**config.mk**
```make
export PLATFORM = sky130hd
export DESIGN_NAME = life_engine
export DESIGN_NICKNAME = d
export VERILOG_FILES = /design/src/rtl/life_pkg.sv /design/src/rtl/life_tick_gen.sv /design/src/rtl/life_cell.sv /design/src/rtl/life_next_gen.sv /design/src/rtl/life_state_reg.sv /design/src/rtl/life_engine.sv
export SDC_FILE = /design/constraint.sdc
export NUM_CORES = 2
export LEC_CHECK = 0
export ABC_CLOCK_PERIOD_IN_PS = 3800
export BUFFER_PORTS_ARGS = -buffer_cell sky130_fd_sc_hd__buf_4
export CAP_MARGIN = 20
export CORE_ASPECT_RATIO = 1.75
export CORE_MARGIN = 2
export CORE_UTILIZATION = 60
export CTS_CLUSTER_SIZE = 20
export DETAILED_ROUTE_END_ITERATION = 7
export GPL_ROUTABILITY_DRIVEN = 0
export PLACE_DENSITY = 0.75
export SKIP_LAST_GASP = 1
export SLEW_MARGIN = 30
export SYNTH_ARGS = -nofsm -noshare
export SYNTH_HDL_FRONTEND = slang
export SYNTH_SLANG_ARGS = --single-unit
```
**constraint.sdc**
```tcl
create_clock -name clk -period 3.8 [get_ports clk]
set_input_delay 0.19 -clock clk [delete_from_list [all_inputs] [get_ports clk]]
set_output_delay 0.19 -clock clk [all_outputs]
set_load 0.1 [all_outputs]
```
**src/rtl/life_pkg.sv**
```systemverilog
// life_pkg: shared types and the birth/survival rule for the grid engine.
// Assumes neighbour counts never exceed eight, so four bits hold them.
package life_pkg;

    // Count of live neighbours around one cell (0..8).
    typedef logic [3:0] nbr_cnt_t;

    // Birth/survival decision for one cell given its state and neighbour count.
    function automatic logic life_rule(input logic alive, input nbr_cnt_t cnt);
        logic result;
        if (alive) begin
            result = (cnt == 4'd2) || (cnt == 4'd3);
        end else begin
            result = (cnt == 4'd3);
        end
        return result;
    endfunction

endpackage

```
**src/rtl/life_tick_gen.sv**
```systemverilog
// life_tick_gen: free-running divider that emits a registered one-cycle
// strobe every DIV clocks. Assumes DIV >= 3. The counter restarts on the
// strobe, and a synchronous active-low reset clears both counter and strobe.
module life_tick_gen #(
    parameter int unsigned DIV = 50_000_000
) (
    input  logic clk,
    input  logic rst_n,
    output logic tick
);
    localparam int unsigned CW = $clog2(DIV);
    localparam logic [CW-1:0] FIRE_AT = CW'(DIV - 2);

    logic [CW-1:0] cnt;

    // Advance the divider and raise the strobe one cycle after the fire point.
    always_ff @(posedge clk) begin
        if (!rst_n) begin
            cnt  <= '0;
            tick <= 1'b0;
        end else begin
            tick <= (cnt == FIRE_AT);
            cnt  <= tick ? '0 : cnt + 1'b1;
        end
    end
endmodule

```
**src/rtl/life_cell.sv**
```systemverilog
// life_cell: next-state logic for a single cell. Takes the 3x3 window
// around the cell. The window centre must already be forced to zero by
// the caller, and off-board positions must arrive as zero.
module life_cell
    import life_pkg::*;
(
    input  logic       alive,
    input  logic [8:0] window,
    output logic       next
);
    nbr_cnt_t cnt;

    // Add the live neighbours and apply the birth/survival rule.
    always_comb begin
        cnt  = nbr_cnt_t'($countones(window));
        next = life_rule(alive, cnt);
    end
endmodule

```
**src/rtl/life_next_gen.sv**
```systemverilog
// life_next_gen: builds the successor board for every cell in parallel.
// Each cell gets a 3x3 window. Positions beyond the border are tied low
// (no wrap), and the centre is tied low so only neighbours are counted.
// Cell (r,c) is bit r*COLS+c.
module life_next_gen #(
    parameter int ROWS = 16,
    parameter int COLS = 16
) (
    input  logic [ROWS*COLS-1:0] cur,
    output logic [ROWS*COLS-1:0] nxt
);
    for (genvar gr = 0; gr < ROWS; gr++) begin : g_row
        for (genvar gc = 0; gc < COLS; gc++) begin : g_col
            logic [8:0] win;
            for (genvar dr = 0; dr < 3; dr++) begin : g_dr
                for (genvar dc = 0; dc < 3; dc++) begin : g_dc
                    localparam int RR = gr + dr - 1;
                    localparam int CC = gc + dc - 1;
                    if ((dr == 1 && dc == 1) || RR < 0 || RR >= ROWS ||
                        CC < 0 || CC >= COLS) begin : g_zero
                        assign win[dr*3+dc] = 1'b0;
                    end else begin : g_tap
                        assign win[dr*3+dc] = cur[RR*COLS+CC];
                    end
                end
            end
            life_cell u_cell (
                .alive  (cur[gr*COLS+gc]),
                .window (win),
                .next   (nxt[gr*COLS+gc])
            );
        end
    end
endmodule

```
**src/rtl/life_state_reg.sv**
```systemverilog
// life_state_reg: present-board register. Loads the successor when load is
// high. A synchronous active-low reset reloads the seed and takes
// priority over load.
module life_state_reg #(
    parameter int            W    = 256,
    parameter logic [W-1:0]  SEED = '0
) (
    input  logic         clk,
    input  logic         rst_n,
    input  logic         load,
    input  logic [W-1:0] d,
    output logic [W-1:0] q
);
    // Hold the board; reseed on reset, commit on load.
    always_ff @(posedge clk) begin
        if (!rst_n) begin
            q <= SEED;
        end else if (load) begin
            q <= d;
        end
    end
endmodule

```
**src/rtl/life_engine.sv**
```systemverilog
// life_engine: top of the cellular grid engine. Combines the tick divider,
// the parallel successor logic and the board register. Assumes
// TICK_DIV >= 3 and a single clock domain.
module life_engine #(
    parameter int                      ROWS     = 16,
    parameter int                      COLS     = 16,
    parameter int unsigned             TICK_DIV = 50_000_000,
    parameter logic [ROWS*COLS-1:0]    SEED     = (ROWS*COLS)'(64'h00000007_00040002)
) (
    input  logic                 clk,
    input  logic                 rst_n,
    output logic                 tick,
    output logic [ROWS*COLS-1:0] grid
);
    localparam int N = ROWS * COLS;

    logic [N-1:0] successor;

    life_tick_gen #(.DIV(TICK_DIV)) u_tick (
        .clk   (clk),
        .rst_n (rst_n),
        .tick  (tick)
    );

    life_next_gen #(.ROWS(ROWS), .COLS(COLS)) u_next (
        .cur (grid),
        .nxt (successor)
    );

    life_state_reg #(.W(N), .SEED(SEED)) u_state (
        .clk   (clk),
        .rst_n (rst_n),
        .load  (tick),
        .d     (successor),
        .q     (grid)
    );
endmodule

```
* After elaboration in Yosys (flattened, before gate mapping)
Index checks and enable logic that the tools add are counted.
Word-level totals: flip-flop bits (word level) 283, input port bits 2, output and inout bits 257, word-level logic and storage cells 2410
Operators by class: add/subtract/negate cells 1380, eq/ne operators 513, multiplexer cells 256, bitwise gates (word level) 1, reduce and logical (&&, ||, !) cells 257
Operators by type and width (count):
- 4-bit by 2-bit == test with 1-bit output (second input constant) | 510
- 4-bit by 1-bit adder with 4-bit output | 235
- 1-bit by 1-bit adder with 2-bit output | 465
- 4-bit adder | 190
- 2-bit by 2-bit adder with 3-bit output | 224
- 1-bit by 2-bit adder with 3-bit output | 210
- 1-bit logical OR | 256
- 1-bit 2-to-1 mux | 256
- 4-bit by 3-bit adder with 4-bit output | 19
- 2-bit by 1-bit adder with 3-bit output | 15
- 1-bit by 3-bit adder with 4-bit output | 11
- 26-bit by 1-bit adder with 26-bit output (second input constant) | 1
- 26-bit == test (second input constant) | 1
- 3-bit by 1-bit adder with 4-bit output | 5
- 1-bit by 4-bit adder with 4-bit output | 4
- 3-bit by 2-bit == test with 1-bit output (second input constant) | 2
- 4-bit by 2-bit adder with 4-bit output | 1
- 2-bit OR reduction | 1
- 1-bit NOT | 1

* Depth between registers and ports, before layout
word-level depth 7, depth in mapped cells 12, mapped depth without buffers 12

* Modules after synthesis
From an unflattened synthesis, not the netlist that was laid out.
Unflattened totals: cell total of the unflattened synthesis 7627, area total of the unflattened synthesis 64383.0 sq um
By module, submodules not included:
- life_cell | instances 256, cells each 26, area an instance 207.7 sq um, sequential area each 0.0 sq um
- life_state_reg | instances 1, cells each 825, area an instance 9938.3 sq um, sequential area each 5124.9 sq um
- life_tick_gen | instances 1, cells each 145, area an instance 1270.0 sq um, sequential area each 540.5 sq um
- life_next_gen | instances 1, cells each 1, area an instance 3.8 sq um, sequential area each 0.0 sq um

* Worst setup path before layout
OpenSTA, ideal clock, no wires.
kind register to register, from reg u_state.q[222], to reg u_state.q[238], setup time 0.060 ns, arrival time 3.024 ns, data required time 3.740 ns, setup slack 0.716 ns, stages on the path, launching flop included 11, buffers on the path 0, clock period less this slack 3.084 ns, cell sequence dfxtp_1 > ha_1 > inv_1 > fa_1 > fa_1 > inv_1 > fa_1 > inv_1 > fa_1 > o21ai_0 > and3b_1
Between the ends: word-level cells in the longest chain between the ends 7
Ends and longest elaborated chain:
- start, declared | RTL line life_state_reg.sv:12 | output logic [W-1:0] q
- start signal, assigned | RTL line life_state_reg.sv:17 | q <= SEED;
- start signal, assigned | RTL line life_state_reg.sv:19 | q <= d;
- 1-bit by 1-bit adder with 2-bit output (not written as such) * | RTL line life_cell.sv:15 | cnt = nbr_cnt_t'($countones(window));
- 2-bit by 2-bit adder with 3-bit output (not written as such) * | RTL line life_cell.sv:15
- 4-bit by 3-bit adder with 4-bit output (not written as such) * | RTL line life_cell.sv:15
- 4-bit by 1-bit adder with 4-bit output (not written as such) * | RTL line life_cell.sv:15
- 4-bit by 2-bit == test with 1-bit output (on tied branches) | RTL line life_pkg.sv:12, life_pkg.sv:14
- 1-bit logical OR | RTL line life_pkg.sv:12 | result = (cnt == 4'd2) || (cnt == 4'd3);
- 1-bit 2-to-1 mux * | RTL line life_pkg.sv:11 | if (alive) begin
Every way passes the cells marked *; elsewhere a longest branch is shown, timed or not. A chain may end at the register's enable or synchronous reset.

* Worst setup path in the final report
from reg u_state.q[23], to reg u_state.q[24]
Between the ends: word-level cells in the longest chain between the ends 7
Ends and longest elaborated chain (RTL line):
- 1-bit by 1-bit adder with 2-bit output (not written as such) * | life_cell.sv:15
- 2-bit by 2-bit adder with 3-bit output (not written as such) * | life_cell.sv:15
- 4-bit adder (not written as such) * | life_cell.sv:15
- 4-bit by 1-bit adder with 4-bit output (not written as such) * | life_cell.sv:15
- 4-bit by 2-bit == test with 1-bit output (on tied branches) | life_pkg.sv:12, life_pkg.sv:14
- 1-bit logical OR | life_pkg.sv:12
- 1-bit 2-to-1 mux * | life_pkg.sv:11
Marked as above.

==> impl_metrics.json <==
{
  "drive_gt1_share_pct": 8.645,
  "min_path_type": "primary input to flip-flop",
  "max-vdd-ir-drop_uv": 253.5,
  "finalWirelength_um": 119100,
  "synth_warnings": 0,
  "async_flop_share_pct": 0,
  "synth.avg_cell_area_um2": 9.978,
  "gr-usage-all-layers_pct": 25.72,
  "rsz0062_at_grt": "false",
  "synth_edf_count": 0,
  "grt_pass1_vias": 42498,
  "cts_buffers": 40,
  "detail_route.wl_per_cell_um": 17.06,
  "place_ws_ns": 0.4524,
  "finalSetupTns_ns": 0,
  "critPathKind": "flip-flop to flip-flop",
  "clkPwrFrac_pct": 56.5,
  "crit_path_start_kind": "flip-flop",
  "tritoncts": "done",
  "yosysUniqueCellTypes": 52,
  "combPwrFrac_pct": 2.1,
  "postCtsSetupBuffers": 0,
  "root_buffer": "clkbuf_16",
  "status": "completed",
  "muxShareOfSynthArea_pct": 0.9579,
  "via_count": 38467,
  "htreeDepth": 2,
  "cellLeakagePower_nw": 32.70,
  "cts_hold_buf": 0,
  "antenna_found_initial": 0,
  "mostFrequentLayoutCell": "ha_1",
  "setup_viol": 0,
  "cp.required_ns": 4.28,
  "tightestPinTransition_ns": 0.8581,
  "finalClockSkew_ns": 0.01600,
  "period_minus_slack_ns": 3.336,
  "area_growth_pct": 6.674,
  "critPathMaxFanout": 6,
  "first_pass_iters": 5,
  "synth_adder_area_share_pct": 60.12,
  "fin_total_pwr_mw": 7.180,
  "finalCritPeriodShare_pct": 87.78,
  "avgViaCountPerCell": 5.508,
  "synth_compound_area_share_pct": 8.623,
  "rows": 148,
  "clkTransAtPathRegs_ns": 0.06,
  "power_switching_mw": 1.831,
  "clock_latency_ns": 0.60,
  "p_int_mw": 5.349,
  "initialDrtViolationCount": 1186,
  "port_buffers": 258,
  "synth_xor_area_share_pct": 0.2178,
  "coreArea_um2": 92960,
  "drc_errors": 0,
  "syn_inst": 5642,
  "ant_nets": 0,
  "p_seq_share_pct": 41.4,
  "layout.nets": 7919,
  "ys_seq_area_share_pct": 10.06,
  "cts_num_sinks": 283,
  "yosys.area_share.simple_pct": 9.070,
  "ios": 259,
  "grt_pass1_wl_um": 203700,
  "synth_ff_type": "dfxtp_1",
  "worstPathArrival_ns": 3.81,
  "initial_utilization_pct": 60.56,
  "grt_max_degree": 137,
  "hpwl_um": 95950,
  "synth_top_family_by_area": "adder cells",
  "switching_share_pct": 25.50,
  "post_cts_resize_count": 0,
  "die_h_um": 409.2,
  "yosys_register_bits": 283,
  "drv_slew": 0,
  "die_w_um": 235.6,
  "n_antenna_cell": 0,
  "slew_headroom_pct": 42.79,
  "layout_common_cells": "ha_1 (1262), inv_1 (1035), fa_1 (902)",
  "dieArea_um2": 96390,
  "fmax_mhz": 299.8,
  "cts.path.max_buffers": 3,
  "hold_viol": 0,
  "syn-num-nets": 7808,
  "maxCapViolations": 0,
  "grt-ovfl-total": 0,
  "cp-end-kind": "flip-flop",
  "setup_ws_ns": 0.4642,
  "powerDensity_nw_per_um2": 119.6,
  "netlist_area_um2": 56300
}
[stage by stage]
| step | hold slack [ns] | area (um^2) | util, % | cells |
|---|---|---|---|---|
| floorplan | 0.4469 | 56300 | - | 5642 |
| global placement | 0.4625 | 58730 | 63.17 | 6911 |
| detailed placement | 0.4742 | 58730 | 63.17 | 6911 |
| CTS | 0.02901 | 60050 | 64.60 | 6984 |
| global route | 0.05828 | 60060 | 64.60 | 6984 |
| finish | 0.05942 | 60060 | 64.60 | 6984 |
[worst max-delay path, stage by stage (launching register included)]
cell and delay (ns):
dfxtp_1 0.45, inv_1 0.20, fa_1 0.56, inv_1 0.04, ha_1 0.28, fa_1 0.44
ha_1 0.22, fa_1 0.40, nor2b_1 0.16, a21oi_1 0.14, o21ai_0 0.12, a32o_1 0.23
[registers in the layout (all words and copies together) (netlist names)]
register,cells
u_tick.tick,1
u_state.q,256
u_tick.cnt,26
[cells by family after synthesis]
kind of cell	after synthesis
AO/OA/AOI/OAI	730
AND/OR/NAND/NOR	1016
buffers and inverters	1383
multiplexers	52
XOR/XNOR	14
flip-flops	283
adder cells (fa/ha/maj)	2164
[worst paths after layout]
path	from	endpoint	slack, ns	cells after the start
min reg2reg	u_tick.cnt[23]$_SDFF_PP0_	u_tick.cnt[23]$_SDFF_PP0_	0.48	2
max	u_state.q[23]$_SDFFE_PN0P_	u_state.q[24]$_SDFFE_PN0P_	0.46	11
min	rst_n	u_state.q[15]$_SDFFE_PN0P_	0.06	3
max reg2reg	u_state.q[23]$_SDFFE_PN0P_	u_state.q[24]$_SDFFE_PN0P_	0.46	11
[power groups by stage]
stage                     combinational, mW  sequential (mW)  clock [mW]
after floorplan                      0.0889             3.04           0
after global placement                0.151             3.04           0
after detailed placement              0.152             3.04           0
after CTS                             0.153             2.97        4.19
after global routing                  0.163             2.97        4.26
final                                 0.152             2.97        4.06
[area by class of cell]
type / count / area (um^2)
Clock buffer: 61 / 1181
Clock inverter: 12 / 142.6
Fill cell: 7569 / 32900
Inverter: 1036 / 3889
Multi-Input combinational cell: 3976 / 44490
Sequential cell: 283 / 5669
Tap cell: 1200 / 1501
Timing Repair Buffer: 416 / 3181
[routing by layer]
layer,global-route usage (%),share of wire (%),vias to the layer above
met4,7.588,2.6,0
met1,30.24,41,19348
met3,3.315,3.8,196
met2,48.50,53,567
li1,-,-,18356
met5,0,0,-
[synth_stat cells (all sizes together) (20+ instances only)]
| cell type | instances | area, um^2 |
|---|---|---|
| a2111oi | 31 | 271.5 |
| a211oi | 50 | 375.4 |
| a21o | 20 | 150.1 |
| a21oi | 225 | 1126 |
| a22o | 37 | 324.1 |
| a31oi | 52 | 325.3 |
| a32o | 43 | 430.4 |
| and2 | 91 | 569.3 |
| and3b | 26 | 227.7 |
| buf | 269 | 1981 |
| clkbuf | 78 | 292.8 |
| dfxtp | 283 | 5665 |
| fa | 902 | 18060 |
| ha | 1262 | 15790 |
| inv | 1036 | 3889 |
| mux2i | 37 | 370.4 |
| nand2 | 315 | 1182 |
| nand3b | 20 | 150.1 |
| nor2 | 253 | 949.7 |
| nor2b | 139 | 869.6 |
| nor3 | 33 | 165.2 |
| nor3b | 82 | 615.6 |
| o2111ai | 52 | 455.4 |
| o21ai | 131 | 655.6 |
| o31a | 35 | 306.5 |
| o31ai | 28 | 210.2 |
Power figures use the tool's default switching activity.
